File: src/rtl/ckepd_pkg.sv
package ckepd_pkg;

  typedef enum logic [2:0] {
    CMD_NOP  = 3'd0,
    CMD_ACT  = 3'd1,
    CMD_RD   = 3'd2,
    CMD_WR   = 3'd3,
    CMD_PRE  = 3'd4,
    CMD_PALL = 3'd5,
    CMD_REF  = 3'd6,
    CMD_MRS  = 3'd7
  } memCmd_e;

  typedef enum logic [1:0] {
    ST_RUN  = 2'd0,
    ST_PDN  = 2'd1,
    ST_WAKE = 2'd2
  } pdState_e;

  // strobes from control to datapath
  typedef struct packed {
    logic issue;   // command accepted this cycle
    logic drive;   // command register may update (clock enabled)
    logic cntClr;  // restart idle count
    logic cntInc;  // advance idle count
  } dpStrobe_t;

endpackage

File: src/rtl/ckepd_dp.sv
module ckepd_dp
  import ckepd_pkg::*;
#(
  parameter int CNT_W  = 8,
  parameter int ADDR_W = 10,
  parameter int BANKS  = 2
) (
  input  logic                        clk,
  input  logic                        rstN,
  input  dpStrobe_t                   stb,
  input  logic [2:0]                  cmdCode,
  input  logic [$clog2(BANKS)-1:0]    cmdBank,
  input  logic [ADDR_W-1:0]           cmdAddr,
  input  logic [CNT_W-1:0]            idleLimit,
  output logic                        allIdle,
  output logic                        cntAtLimit,
  output logic [2:0]                  memCmd,
  output logic [$clog2(BANKS)-1:0]    memBank,
  output logic [ADDR_W-1:0]           memAddr
);

  localparam int BANK_W = $clog2(BANKS);

  logic [BANKS-1:0] bankOpen;
  logic [CNT_W-1:0] idleCnt;
  memCmd_e          inCmd;

  assign inCmd = memCmd_e'(cmdCode);

  // per-bank open flags
  for (genvar b = 0; b < BANKS; b++) begin : g_bank
    logic hit;
    assign hit = (cmdBank == BANK_W'(b));
    always_ff @(posedge clk) begin
      if (!rstN) begin
        bankOpen[b] <= 1'b0;
      end else if (stb.issue) begin
        unique case (inCmd)
          CMD_ACT:  if (hit) bankOpen[b] <= 1'b1;
          CMD_PRE:  if (hit) bankOpen[b] <= 1'b0;
          CMD_PALL: bankOpen[b] <= 1'b0;
          default:  bankOpen[b] <= bankOpen[b];
        endcase
      end
    end
  end

  assign allIdle = (bankOpen == '0);

  // idle counter
  always_ff @(posedge clk) begin
    if (!rstN) begin
      idleCnt <= '0;
    end else if (stb.cntClr) begin
      idleCnt <= '0;
    end else if (stb.cntInc) begin
      idleCnt <= idleCnt + 1'b1;
    end
  end

  assign cntAtLimit = (idleCnt >= idleLimit);

  // registered command outputs, frozen while clock-enable is low
  always_ff @(posedge clk) begin
    if (!rstN) begin
      memCmd  <= CMD_NOP;
      memBank <= '0;
      memAddr <= '0;
    end else if (stb.drive) begin
      memCmd <= stb.issue ? cmdCode : CMD_NOP;
      if (stb.issue) begin
        memBank <= cmdBank;
        memAddr <= cmdAddr;
      end
    end
  end


  pall_clear_chk: assert property (@(posedge clk) disable iff (!rstN)
    (stb.issue && inCmd == CMD_PALL) |=> allIdle)
    else $error("precharge-all left a bank open");


  hold_out_chk: assert property (@(posedge clk) disable iff (!rstN)
    !stb.drive |=> ($stable(memCmd) && $stable(memAddr) && $stable(memBank)))
    else $error("outputs moved while clock disabled");


  nop_frozen_chk: assert property (@(posedge clk) disable iff (!rstN)
    !stb.drive |-> (memCmd == CMD_NOP))
    else $error("non-NOP held during power-down");


  no_cnt_wrap_chk: assert property (@(posedge clk) disable iff (!rstN)
    stb.cntInc |-> !cntAtLimit)
    else $error("idle counter advanced past limit");

endmodule

File: src/rtl/ckepd_ctrl.sv
module ckepd_ctrl
  import ckepd_pkg::*;
(
  input  logic      clk,
  input  logic      rstN,
  input  logic      hostReq,
  input  logic      refreshDue,
  input  logic      cmdValid,
  input  logic      allIdle,
  input  logic      cntAtLimit,
  output dpStrobe_t stb,
  output logic      memCke,
  output logic      cmdReady
);

  pdState_e state, stateNxt;
  logic wakeReq, quiet, enterPdn;

  assign wakeReq  = hostReq | refreshDue;
  assign quiet    = (state == ST_RUN) && allIdle && !wakeReq && !cmdValid;
  assign enterPdn = quiet && cntAtLimit;

  always_comb begin
    stateNxt = state;
    unique case (state)
      ST_RUN:  if (enterPdn) stateNxt = ST_PDN;
      ST_PDN:  if (wakeReq)  stateNxt = ST_WAKE;
      ST_WAKE: stateNxt = ST_RUN;
      default: stateNxt = ST_RUN;
    endcase
  end

  always_ff @(posedge clk) begin
    if (!rstN) state <= ST_RUN;
    else       state <= stateNxt;
  end

  always_comb begin
    stb.issue  = (state == ST_RUN) && cmdValid;
    stb.drive  = (state != ST_PDN);
    stb.cntInc = quiet && !cntAtLimit;
    stb.cntClr = !stb.cntInc;
  end

  assign memCke   = (state != ST_PDN);
  assign cmdReady = (state == ST_RUN);


  pdn_idle_chk: assert property (@(posedge clk) disable iff (!rstN)
    !memCke |-> allIdle)
    else $error("power-down with a bank open");


  pdn_entry_chk: assert property (@(posedge clk) disable iff (!rstN)
    $fell(memCke) |-> ($past(cntAtLimit) && $past(allIdle)))
    else $error("clock-enable dropped before idle limit");


  ready_low_chk: assert property (@(posedge clk) disable iff (!rstN)
    !memCke |-> !cmdReady)
    else $error("ready during power-down");


  wake_rise_chk: assert property (@(posedge clk) disable iff (!rstN)
    (!memCke && wakeReq) |=> (memCke && !cmdReady))
    else $error("wake did not raise clock-enable");


  wake_gap_chk: assert property (@(posedge clk) disable iff (!rstN)
    $rose(memCke) |=> cmdReady)
    else $error("ready not raised after one wake cycle");


  ready_after_cke_chk: assert property (@(posedge clk) disable iff (!rstN)
    $rose(cmdReady) |-> $past(memCke))
    else $error("ready rose without a clock-enabled cycle before it");

endmodule

File: src/rtl/ckepd_top.sv
module ckepd_top
  import ckepd_pkg::*;
#(
  parameter int CNT_W  = 8,
  parameter int ADDR_W = 10
) (
  input  logic              clk,
  input  logic              rstN,
  input  logic [CNT_W-1:0]  idleLimit,
  input  logic              hostReq,
  input  logic              refreshDue,
  input  logic              cmdValid,
  input  logic [2:0]        cmdCode,
  input  logic              cmdBank,
  input  logic [ADDR_W-1:0] cmdAddr,
  output logic              memCke,
  output logic [2:0]        memCmd,
  output logic              memBank,
  output logic [ADDR_W-1:0] memAddr,
  output logic              cmdReady
);

  localparam int BANKS = 2;

  dpStrobe_t stb;
  logic      allIdle;
  logic      cntAtLimit;

  ckepd_ctrl u_ctrl (
    .clk        (clk),
    .rstN       (rstN),
    .hostReq    (hostReq),
    .refreshDue (refreshDue),
    .cmdValid   (cmdValid),
    .allIdle    (allIdle),
    .cntAtLimit (cntAtLimit),
    .stb        (stb),
    .memCke     (memCke),
    .cmdReady   (cmdReady)
  );

  ckepd_dp #(
    .CNT_W  (CNT_W),
    .ADDR_W (ADDR_W),
    .BANKS  (BANKS)
  ) u_dp (
    .clk        (clk),
    .rstN       (rstN),
    .stb        (stb),
    .cmdCode    (cmdCode),
    .cmdBank    (cmdBank),
    .cmdAddr    (cmdAddr),
    .idleLimit  (idleLimit),
    .allIdle    (allIdle),
    .cntAtLimit (cntAtLimit),
    .memCmd     (memCmd),
    .memBank    (memBank),
    .memAddr    (memAddr)
  );

endmodule

File: config.mk
export PLATFORM = sky130hd
export DESIGN_NAME = ckepd_top
export DESIGN_NICKNAME = d
export VERILOG_FILES = /design/src/rtl/ckepd_pkg.sv /design/src/rtl/ckepd_dp.sv /design/src/rtl/ckepd_ctrl.sv /design/src/rtl/ckepd_top.sv
export SDC_FILE = /design/constraint.sdc
export NUM_CORES = 1
export LEC_CHECK = 0
export ABC_AREA = 1
export BUFFER_PORTS_ARGS = -buffer_cell sky130_fd_sc_hd__clkbuf_2
export CAP_MARGIN = 10
export CORE_MARGIN = 2
export CORE_UTILIZATION = 45
export DETAILED_ROUTE_END_ITERATION = 8
export PLACE_DENSITY_LB_ADDON = 0.3
export RECOVER_POWER = 100
export SETUP_SLACK_MARGIN = 0.02
export SLEW_MARGIN = 20
export SYNTH_ARGS = -nofsm -noshare
export SYNTH_HDL_FRONTEND = slang
export SYNTH_SLANG_ARGS = --single-unit
export TNS_END_PERCENT = 5
File: constraint.sdc
create_clock -name clk -period 3.4 [get_ports clk]
set_input_delay 0.17 -clock clk [delete_from_list [all_inputs] [get_ports clk]]
set_output_delay 0.17 -clock clk [all_outputs]
set_load 0.05 [all_outputs]
* Yosys cells after proc, flatten, opt, wreduce, memory -nomap -nowiden *
Cells that the tools add are included.

storage, ports and cells
  flip-flop bits (word level) = 26
  input port bits = 27
  output and inout port bits = 16

operators by class
  add/sub/neg operators = 1
  order comparisons = 1
  eq/ne operators = 11
  muxes and demuxes = 10
  bitwise gates (word level) = 1
  reduce and logical (&&, ||, !) cells = 17

operators with widths
  cell                                           count
  adder 8 x 1 -> 8 bit, second input constant    1
  >= comparator 8 bit                            1
  != test 2 bit, second input constant           4
  AND reduction 4 bit                            2
  == test 3 bit, second input constant           2
  logical AND 1 bit                              6
  != test 2 x 1 -> 1 bit, second input constant  3
  one-hot mux 1 bit (3 select lines)             2
  AND reduction 2 bit                            3
  logical NOT 2 bit                              2
  two-way mux 1 bit                              4
  two-way mux 2 bit                              2
  one-hot mux 2 bit (2 select lines)             1
  == test 3 x 1 -> 1 bit, second input constant  1
  logical NOT 1 bit                              3
  two-way mux 3 bit                              1
  nonzero test 3 bit                             1
  == test 2 x 1 -> 1 bit, second input constant  1
  bitwise OR 1 bit                               1

* Logic depth before layout (Yosys ltp) *
Gate-level depths: netlist of the first run.

  depth after elaboration = 7
  gate-level depth with buffers = 11

* By module *
A second synthesis of the first run with hierarchy kept.

second synthesis, totals
  cell total of the unflattened synthesis = 187
  area, all modules = 1312.5 um^2

modules (own cells, without submodules)
  module      times used  cells an instance  area each (um^2)  seq. area each (um^2)
  ckepd_dp    1           168                1184.9            480.5
  ckepd_ctrl  1           19                 127.6             40.0

* Worst setup path after synthesis of the first run *
Ideal clock, no wire load.

  kind = reg-to-reg
  start point = reg u_ctrl.state[0]
  end point = reg u_dp.idleCnt[5]
  library setup time = 0.065 ns
  arrival time = 1.179 ns
  slack = 2.156 ns
  stages on the path, launching flop included = 6
  buffers on the path = 0
  clock period less this slack = 1.244 ns
  cells stage by stage = dfxtp_1 > nor2_4 > nand3_1 > nor3_2 > nand3_2 > nor2_1

on the way
  cells in the longest elaborated chain, start to end = 6

ends and longest elaborated chain
  what                             line              source
  from (decl)                      ckepd_ctrl.sv:16  pdState_e state, stateNxt;
  from (signal assigned)           ckepd_ctrl.sv:35  else state <= stateNxt;
  logical NOT 2 bit                n/a
  net cmdReady                     ckepd_top.sv:20   output logic cmdReady
  logical AND 1 bit (3 in series)  ckepd_ctrl.sv:20  assign quiet = (state == ST_RUN) && allIdle && !wakeReq && !cmdValid;
  logical AND 1 bit                ckepd_ctrl.sv:41  stb.cntInc = quiet && !cntAtLimit;
  AND reduction 2 bit (no line)    n/a
  to (signal assigned)             ckepd_dp.sv:57    idleCnt <= idleCnt + 1'b1;
  to (decl)                        ckepd_dp.sv:25    logic [CNT_W-1:0] idleCnt;

The timed path passes the listed nets, and every way through them passes these cells.
A chain may end at the register's enable or synchronous reset.

* Worst setup path in the final report of the first run *
  start point = reg u_ctrl.state[0]
  end point = reg u_dp.bankOpen[0]

on the way
  cells in the longest elaborated chain, start to end = 3

ends and longest elaborated chain
  what                             line              source
  logical NOT 2 bit                ckepd_ctrl.sv:39  stb.issue = (state == ST_RUN) && cmdValid;
  logical AND 1 bit                ckepd_ctrl.sv:39
  AND reduction 4 bit (no line)    n/a
  to (signal, indexed assignment)  ckepd_dp.sv:42    default: bankOpen[b] <= bankOpen[b];
  to (decl)                        ckepd_dp.sv:24    logic [BANKS-1:0] bankOpen;

No other way between the ends.

==> results.json, run 1 <==
{
  "outcome": "completed",
  "setup_viol_count_final": 0,
  "drive_above_1_share": 0.1483,
  "critPathKind": "reg2reg",
  "die_area_sq_um": 3203,
  "netlist.area_leader.share": 0.4181,
  "ys_ff_latch": 26,
  "pre_cts_ws_ps": 2013,
  "io_pins": 43,
  "clockBufferDepth": 2,
  "worst_clock_skew_ps": 11.80,
  "post-dp-hpwl_mm": 1.727,
  "drtIter0Drc": 27,
  "final_common_cell": "nor2_1",
  "grt_use_met1": 0.1835,
  "synthToLayoutAreaGrowth_pct": 19.80,
  "post-route-period-util": 0.4857,
  "track_usage": 0.1501,
  "tritoncts": "done",
  "synth_top_family_by_area": "simple AND/OR/NAND/NOR gates",
  "syn_area_sq_um": 1245,
  "path_buf_inv": 1,
  "synth_top_area_cell": "dfxtp_1",
  "synth_compound_area_frac": 0.09849,
  "row_count": 19,
  "grt.met2_usage": 0.2608,
  "fp.coreArea_sq_um": 2686,
  "maxSlewHeadroom": 0.6007,
  "place.gp.congestion": 0.7480,
  "cp_top_family": "simple AND/OR/NAND/NOR gates",
  "routed-via-count": 1097,
  "holdBufCountCts": 0,
  "cp_cell_sequence": "nor2_1, nand2_1, inv_1, nand4_1, nand2_1, nor2_1",
  "hold_viol": 0,
  "cts_inserted_buffers": 3,
  "max_stage_delay_ps": 480,
  "cp_slowest_cell": "inv_1",
  "first_pass_iters": 3,
  "synth_area_per_cell_sq_um": 7.455,
  "crit_path_start_kind": "flop",
  "die_h_microns": 56.60,
  "critPathMaxFanout": 17,
  "yosysWarnings": 0,
  "ys_seq_area_frac": 0.4181,
  "grt_max_degree": 19,
  "drc": 0,
  "grt_util_met3": 0.02304,
  "synth_cell_type_count": 22,
  "cts.clk_slew.worst_paths_ps": 140,
  "peakVddDrop_mv": 0.2755,
  "clock.fmax_mhz": 605.5,
  "synthCells": 167,
  "worst_pin_slew_ps": 601.5,
  "diodes": 0,
  "clk_latency_ps": 320,
  "root_buffer": "clkbuf_4",
  "synth-adder-area-share": 0.09045,
  "initial_utilization": 0.4634,
  "io_buffer_count": 42,
  "fin_crit_ps": 1651,
  "ff2ff_setup_slack_ps": 1750,
  "antenna_found_initial": 0,
  "ctsHtreeMaxLevel": 1,
  "routedWlPerCell_microns": 9.138,
  "die_w_microns": 56.60,
  "synth_fp_nets": 203,
  "clock_sinks": 26,
  "fin_tns_setup_ps": 0,
  "setup_ws_ps": 1749,
  "grt_overflow": 0,
  "place_area_sq_um": 1474,
  "slew_violations": 0,
  "synthMuxAreaShare": 0,
  "final_net_count": 246,
  "antenna_left": 0,
  "stdcell_area_sq_um": 1491,
  "dp.cells": 236,
  "via_per_inst": 4.571,
  "wl_mm": 2.193,
  "endpoint_kind": "flop",
  "grt_first_pass_wirelength_mm": 3.815,
  "hold_path_class": "in2reg",
  "p_leak_nw": 0.7267,
  "synthXorXnorAreaFrac": 0.04221,
  "post_cts_buffers": 0,
  "ys_top_cells_by_area": "dfxtp_1 (42%), nor2_1 (13%), ha_1 (9.0%), nand2_1 (6.9%), inv_1 (6.3%)",
  "grt_pass1_vias": 932,
  "cellPowerDensity_nw_per_um2": 423.0,
  "critical_path_required_ps": 3640,
  "cts_resized": 0,
  "maxCapViolCount": 0,
  "layout_common_cells": "nor2_1 (45), clkbuf_2 (26), dfxtp_1 (26)",
  "cp.arrival_ps": 1890,
  "final_cells": 240,
  "rsz0062_at_grt": "no",
  "grt_most_used_layer": "met2",
  "synth_simple_gate_area_frac": 0.2683
}
==> Yosys cell counts <==
cell       n
buf_4      1
o21ai_0   13
xor2_1     3
xnor2_1    3
a21oi_1    4
nand3_1    5
clkbuf_1   2
inv_1     21
nand2_1   23
nand3b_1   1
ha_1       9
nor3_2     1
inv_2      1
a32o_1     3
o21a_1     1
nor2_1    44
buf_2      1
nor2_4     1
nand2_2    1
nand4_1    2
nand3_2    1
dfxtp_1   26
==> power by group <==
part           internal [mW]  leakage [nW]  switching (mW)  total, mW
Clock                  0.119        0.0279          0.0899      0.209
Sequential             0.317         0.213         0.00594      0.323
Combinational         0.0287         0.486          0.0703     0.0990
==> path summary, 6_finish.rpt <==
path                                      start                             to  depth (start not counted)
setup / recovery   u_ctrl.state[0]$_SDFFE_PN0P_  u_dp.bankOpen[0]$_SDFFE_PN0P_                          6
hold / removal                       cmdAddr[1]   u_dp.memAddr[1]$_SDFFE_PN0P_                          3
setup reg to reg   u_ctrl.state[0]$_SDFFE_PN0P_  u_dp.bankOpen[0]$_SDFFE_PN0P_                          6
hold reg to reg   u_dp.bankOpen[1]$_SDFFE_PN0P_  u_dp.bankOpen[1]$_SDFFE_PN0P_                          2
==> per-layer routing <==
layer / share of wire / wire length, microns
met3: 0.052 / 114
met1: 0.48 / 1051
met5: 0 / 0
met2: 0.45 / 989
met4: 0.017 / 38
==> registers in the layout (all words and copies together) (netlist names) <==
register and cells:
u_dp.memAddr 10, u_dp.idleCnt 8, u_dp.bankOpen 2, u_dp.memCmd 3, u_ctrl.state 2, u_dp.memBank 1
==> worst register-to-register path: stages (launching register included) <==
cell	delay, ps
dfxtp_1	330
nor2_1	190
nand2_1	280
inv_1	480
nand4_1	160
nand2_1	90
nor2_1	50
==> per-stage QoR <==
step	util	total power, mW	hold WS [ps]
CTS	0.5682	0.6394	82.41
detailed placement	0.5487	0.4326	425.4
global placement	0.5487	0.4320	419.2
floorplan	-	0.4014	321.3
global route	0.5552	0.6686	76.14
finish	0.5552	0.6309	80.63
==> area by class of cell <==
| class | count | area, sq um |
|---|---|---|
| Tap cell | 31 | 38.79 |
| Multi-Input combinational cell | 115 | 606.8 |
| Inverter | 22 | 82.58 |
| Fill cell | 282 | 1195 |
| Clock buffer | 3 | 22.52 |
| Timing Repair Buffer | 42 | 190.2 |
| Clock inverter | 1 | 30.03 |
| Sequential cell | 26 | 520.5 |
==> cell families after synthesis <==
| kind of cell | after synthesis |
|---|---|
| flip-flops | 26 |
| AND/OR/NAND/NOR | 79 |
| AO/OA/AOI/OAI | 21 |
| buffers and inverters | 26 |
| XOR/XNOR | 6 |
| adder cells (fa/ha/maj) | 9 |
No activity file was read; power rests on OpenSTA's default activity.
==> run 2, diff against run 1 <==
==> constraint.sdc (replaced) <==
create_clock -name clk -period 1.7 [get_ports clk]
set_input_delay 0.085 -clock clk [delete_from_list [all_inputs] [get_ports clk]]
set_output_delay 0.085 -clock clk [all_outputs]
set_load 0.05 [all_outputs]
==> results.json, run 2 (synthesized netlist as in run 1, its figures left out) <==
{
  "cp_slowest_cell": "inv_1",
  "whs_endpoint": "u_ctrl.state[1]$_SDFFE_PN0P_",
  "pwr-share-seq": 0.567,
  "outcome": "completed",
  "dr_wl_met2_microns": 998,
  "row_count": 19,
  "drive_above_1_share": 0.1627,
  "io_pins": 43,
  "clockPowerShare": 0.259,
  "hp-start": "hostReq",
  "whs_path_depth": 3,
  "cts_inserted_buffers": 3,
  "drc": 0,
  "reg2reg_to": "u_dp.bankOpen[0]$_SDFFE_PN0P_",
  "antenna_left": 0,
  "synthToLayoutAreaGrowth_pct": 19.70,
  "track_usage": 0.1376,
  "cp.arrival_ps": 1640,
  "post-dp-hpwl_mm": 1.692,
  "root_buffer": "clkbuf_4",
  "holdBufCountCts": 0,
  "final_util": 0.5547,
  "maxCapViolCount": 0,
  "cp_top_family": "simple AND/OR/NAND/NOR gates",
  "diodes": 0,
  "top_register": "u_dp.memAddr",
  "drtIter0Drc": 14,
  "tritoncts": "done",
  "fin_tns_setup_ps": 0,
  "post-route-period-util": 0.8371,
  "first_pass_iters": 5,
  "worst_pin_slew_ps": 607.7,
  "clock.fmax_mhz": 702.7,
  "final_common_cell": "nor2_1",
  "rsz0062_at_grt": "no",
  "p_int_mw": 0.8219,
  "cp_cell_sequence": "nor2_4, nand2_2, inv_1, nand4_1, nand2_1, nor2_1",
  "critical_path_required_ps": 1920,
  "largest_reg_flops": 10,
  "wl_met1_microns": 966,
  "critPathMaxFanout": 17,
  "clockBufferDepth": 2,
  "die_area_sq_um": 3203,
  "reg_top3": "u_dp.memAddr: 10 flops, u_dp.idleCnt: 8 flops, u_dp.memCmd: 3 flops",
  "cts.clk_slew.worst_paths_ps": 130,
  "ctsHtreeMaxLevel": 1,
  "path_buf_inv": 1,
  "place.gp.congestion": 0.7294,
  "via_per_inst": 4.550,
  "die_w_microns": 56.60,
  "slew_violations": 0,
  "top_layer": "met4",
  "crit_path_start_kind": "flop",
  "routed-via-count": 1092,
  "p_leak_nw": 0.7237,
  "routed-wl-met3_microns": 129,
  "setup_viol_count_final": 0,
  "final_net_count": 246,
  "die_h_microns": 56.60,
  "endpoint_kind": "flop",
  "grt_max_degree": 19,
  "rr_worst_depth": 6,
  "clk_latency_ps": 310,
  "cts_resized": 0,
  "p_comb_frac": 0.174,
  "worst_clock_skew_ps": 7.019,
  "io_buffer_count": 42,
  "routedWlPerCell_microns": 8.792,
  "layout_common_cells": "nor2_1 (44), clkbuf_2 (26), dfxtp_1 (26)",
  "maxSlewHeadroom": 0.5966,
  "fin_crit_ps": 1423,
  "grt_first_pass_wirelength_mm": 3.622,
  "critPathKind": "reg2reg",
  "ff2ff_setup_slack_ps": 280,
  "wl_mm": 2.110,
  "switching_power_mw": 0.3160,
  "hold_path_class": "in2reg",
  "p_sw_frac": 0.2777,
  "fp.coreArea_sq_um": 2686,
  "timing.rr.start": "u_ctrl.state[0]$_SDFFE_PN0P_",
  "clock_sinks": 26,
  "grt_overflow": 0,
  "cellPowerDensity_nw_per_um2": 763.6,
  "antenna_found_initial": 0,
  "grt_pass1_vias": 947,
  "hold_viol": 0,
  "peakVddDrop_mv": 0.5584,
  "initial_utilization": 0.4634,
  "max_stage_delay_ps": 420,
  "post_cts_buffers": 0
}
[run 2: cell count changes in the layout (fill, tap and decap cells not counted)]
cell       delta
bufinv_16     -1
clkbuf_8      +1
nand2_1       -1
nand2_2       +1
nand3_1       -1
nand3_2       +1
nor2_1        -1
nor2_4        +1
[run 2: power groups by stage]
stage	combinational (mW)	clock [mW]	sequential (mW)
6_report	0.198	0.294	0.645
5_1_grt	0.221	0.336	0.649
4_1_cts	0.207	0.306	0.646
3_5_place_dp	0.206	0	0.659
3_3_place_gp	0.205	0	0.659
2_1_floorplan	0.0719	0	0.731
[run 2: area by class of cell]
class                           count  area (sq um)
Sequential cell                    26         520.5
Inverter                           22         82.58
Timing Repair Buffer               42         190.2
Multi-Input combinational cell    115         621.8
Tap cell                           31         38.79
Fill cell                         270          1196
Clock buffer                        4         36.28
[run 2: worst max path at each step]
| stage | start | endpoint | slack [ps] | depth (start not counted) |
|---|---|---|---|---|
| 2_1_floorplan | u_ctrl.state[0]$_SDFFE_PN0P_ | u_dp.idleCnt[5]$_SDFF_PN0_ | 460 | 5 |
| 3_3_place_gp | u_dp.idleCnt[3]$_SDFF_PN0_ | u_dp.idleCnt[6]$_SDFF_PN0_ | 370 | 8 |
| 3_5_place_dp | u_dp.idleCnt[3]$_SDFF_PN0_ | u_dp.idleCnt[2]$_SDFF_PN0_ | 360 | 8 |
| 4_1_cts | u_dp.idleCnt[3]$_SDFF_PN0_ | u_dp.idleCnt[2]$_SDFF_PN0_ | 320 | 8 |
| 5_1_grt | u_ctrl.state[0]$_SDFFE_PN0P_ | u_dp.bankOpen[0]$_SDFFE_PN0P_ | 90 | 6 |
| 6_report | u_ctrl.state[0]$_SDFFE_PN0P_ | u_dp.bankOpen[0]$_SDFFE_PN0P_ | 280 | 6 |
[run 2: through the flow]
step | hold WS, ps | worst slack [ps] | cell area (sq um) | total power [mW] | cells
after floorplan | 236.3 | 456.3 | 1245 | 0.8029 | 167
after global placement | 334.5 | 371.5 | 1474 | 0.8638 | 236
after detailed placement | 341.5 | 355.7 | 1474 | 0.8657 | 236
after CTS | 7.796 | 316.0 | 1510 | 1.159 | 240
after global routing | 6.452 | 92.33 | 1490 | 1.206 | 240
final | 14.15 | 277.0 | 1490 | 1.138 | 240
[run 2: worst register-to-register path, cell delays in order (launching register included)]
cell	delay, ps
dfxtp_1	360
nor2_4	140
nand2_2	150
inv_1	420
nand4_1	150
nand2_1	90
nor2_1	50
[run 2: routing by layer]
layer  up-vias  GRT usage
met3         2    0.01843
met1       454     0.1633
met4         0    0.05102
li1        608          -
met2        28     0.2492
met5         -          0
==> run 3, diff against run 2 <==
--- a/config.mk
+++ b/config.mk
@@ -5,11 +5,11 @@
 export SDC_FILE = /design/constraint.sdc
 export NUM_CORES = 1
 export LEC_CHECK = 0
-export ABC_AREA = 1
+export ABC_AREA = 0
 export BUFFER_PORTS_ARGS = -buffer_cell sky130_fd_sc_hd__clkbuf_2
 export CAP_MARGIN = 10
 export CORE_MARGIN = 2
-export CORE_UTILIZATION = 45
+export CORE_UTILIZATION = 44
 export DETAILED_ROUTE_END_ITERATION = 8
 export PLACE_DENSITY_LB_ADDON = 0.3
 export RECOVER_POWER = 100
==> constraint.sdc (replaced) <==
create_clock -name clk -period 1.2 [get_ports clk]
set_input_delay 0.06 -clock clk [delete_from_list [all_inputs] [get_ports clk]]
set_output_delay 0.06 -clock clk [all_outputs]
set_load 0.05 [all_outputs]
==> results.json, run 3 <==
{
  "outcome": "finished with violations",
  "failed_checks": "hold timing, setup timing",
  "endpoint_kind": "flop",
  "first_pass_iters": 4,
  "reg2reg_to": "u_dp.idleCnt[5]$_SDFF_PN0_",
  "synth_ff_type": "dfxtp_1",
  "row_count": 19,
  "drtIter0Drc": 39,
  "fin_hold_ws_ps": -2.205,
  "setup_ws_ps": -466.9,
  "peakVddDrop_mv": 0.6932,
  "grt_overflow": 0,
  "pre_cts_ws_ps": -486.6,
  "clock.fmax_mhz": 599.9,
  "multiInputGateArea_sq_um": 737.0,
  "worst_pin_slew_ps": 477.3,
  "post-route-period-util": 1.389,
  "critPathMaxFanout": 8,
  "whs_endpoint": "u_dp.memBank$_SDFFE_PN0P_",
  "syn_area_sq_um": 1239,
  "fp.coreArea_sq_um": 2710,
  "ctsHtreeMaxLevel": 1,
  "largest_reg_flops": 10,
  "synthCells": 145,
  "cellPowerDensity_nw_per_um2": 956.0,
  "clockBufferDepth": 2,
  "yosysWarnings": 0,
  "fillCellCount": 206,
  "initial_utilization": 0.4571,
  "grt_pass1_vias": 1316,
  "whs_path_depth": 3,
  "grt_first_pass_wirelength_mm": 5.637,
  "hold_viol": 1,
  "final-seq-area_sq_um": 525.5,
  "via_per_inst": 5.130,
  "cts_inserted_buffers": 3,
  "die_h_microns": 57.06,
  "track_usage": 0.2219,
  "ys_ff_latch": 26,
  "grt_max_degree": 18,
  "setup_viol_count_final": 12,
  "cp.arrival_ps": 1930,
  "rr_worst_depth": 5,
  "final_cells": 253,
  "critical_path_required_ps": 1470,
  "cts.clk_slew.worst_paths_ps": 140,
  "post-dp-hpwl_mm": 2.345,
  "top_register": "u_dp.memAddr",
  "reg_top3": "u_dp.memAddr: 10 flops, u_dp.idleCnt: 8 flops, u_dp.memCmd: 3 flops",
  "antenna_left": 0,
  "final_net_count": 259,
  "cp_slowest_cell": "or4_1",
  "slew_violations": 0,
  "layout_common_cells": "clkbuf_2 (40), nand2_1 (29), dfxtp_1 (22)",
  "maxCapViolCount": 0,
  "io_pins": 43,
  "final_common_cell": "clkbuf_2",
  "hp-start": "cmdBank",
  "clk_latency_ps": 320,
  "drc": 0,
  "synth_top_area_cell": "dfxtp_1",
  "die_area_sq_um": 3256,
  "root_buffer": "clkbuf_4",
  "io_buffer_count": 42,
  "synthArstFlopShare": 0,
  "dp.cells": 234,
  "fin_crit_ps": 1667,
  "place.gp.congestion": 0.8452,
  "antenna_found_initial": 0,
  "worst_clock_skew_ps": 1.628,
  "crit_path_start_kind": "flop",
  "netlist.area_leader.share": 0.4202,
  "crit_start": "u_dp.idleCnt[1]$_SDFF_PN0_",
  "timing.rr.start": "u_dp.idleCnt[1]$_SDFF_PN0_",
  "maxSlewHeadroom": 0.6799,
  "critPathKind": "reg2reg",
  "drive_above_1_share": 0.3784,
  "tritoncts": "done",
  "ys_top_cells_by_area": "dfxtp_1 (42%), ha_1 (9.1%), nand2_1 (8.8%), a21boi_0 (6.7%), nor3_1 (4.8%)",
  "synth.most_common_cell": "nand2_1",
  "ff2ff_setup_slack_ps": -470,
  "synth_cell_type_count": 29,
  "die_w_microns": 57.06,
  "wl_mm": 3.526,
  "synth_fp_nets": 181,
  "synthToLayoutAreaGrowth_pct": 56.57,
  "routed-via-count": 1298,
  "routedWlPerCell_microns": 13.94,
  "hold_path_class": "in2reg",
  "total_power_mw": 1.854,
  "synthTopCellsByCount": "nand2_1 (29), dfxtp_1 (26), inv_1 (12), nor3_1 (12), a21boi_0 (11)",
  "ys_seq_area_frac": 0.4202,
  "clock_sinks": 26,
  "rsz0062_at_grt": "yes",
  "max_stage_delay_ps": 530,
  "p_leak_nw": 0.8861,
  "cp_cell_sequence": "ha_1, or4_1, a21oi_2, o32ai_4, nor3_2",
  "diodes": 0,
  "synth_area_per_cell_sq_um": 8.543,
  "synth_edf_count": 0
}
## run 3: report_power, final
group / switching (mW) / internal [mW]
Combinational: 0.201 / 0.143
Sequential: 0.0136 / 0.890
Clock: 0.269 / 0.338
## run 3: cell type report
type                            instances  share of cell area
Clock buffer                            3             0.01161
Sequential cell                        26              0.2710
Tap cell                               31             0.02000
Inverter                               12             0.02323
Timing Repair Buffer                   76              0.2787
Multi-Input combinational cell        104              0.3800
Clock inverter                          1             0.01548
## run 3: worst max-delay path: cells and delay by family (launching register included)
| family | cells | cell delay (ps) |
|---|---|---|
| compound gates | 2 | 340 |
| fa+ha+maj | 1 | 190 |
| flops | 1 | 360 |
| simple gates | 2 | 720 |
## run 3: metal layers
layer  vias to the layer above  global-route usage  wire length [microns]  share of wire
li1                        650                   -                      -              -
met1                       606              0.2429                   1321           0.37
met2                        34              0.4335                   1989           0.56
met3                         8             0.02948                    131          0.037
met4                         0             0.07309                     83          0.024
met5                         -                   0                      0              0
## run 3: worst max path at each step
stage	to	slack, ps
after floorplan	u_ctrl.state[0]$_SDFFE_PN0P_	-420
after global routing	u_dp.idleCnt[5]$_SDFF_PN0_	-570
after CTS	u_dp.idleCnt[2]$_SDFF_PN0_	-460
after detailed placement	u_dp.idleCnt[5]$_SDFF_PN0_	-490
final	u_dp.idleCnt[5]$_SDFF_PN0_	-470
after global placement	u_dp.idleCnt[7]$_SDFF_PN0_	-390
## run 3: logic make-up (layout without fill, tap and decap cells)
logic type | count (synthesis) | in the layout | synth area share
AO/OA/AOI/OAI | 27 | 27 | 0.1606
XOR/XNOR | 6 | 6 | 0.04242
adder cells (fa/ha/maj) | 9 | 9 | 0.09091
buffers and inverters | 15 | 92 | 0.04545
flip-flops | 26 | 26 | 0.4202
AND/OR/NAND/NOR | 62 | 62 | 0.2404
## run 3: timing repair
item,CTS,global route
setup buffers,0,2
resized for setup,11,26
pin swaps,5,8
hold endpoints to repair,13,0
endpoints found under the setup margin,17,27
hold buffers,13,0
## run 3: stage by stage
stage	TNS [ps]	instance area, sq um	util
2_1_floorplan	-5807	1247	-
3_3_place_gp	-3532	1640	0.6053
3_5_place_dp	-4337	1640	0.6053
4_1_cts	-4281	1873	0.6911
5_1_grt	-5411	1939	0.7156
6_report	-4309	1939	0.7156
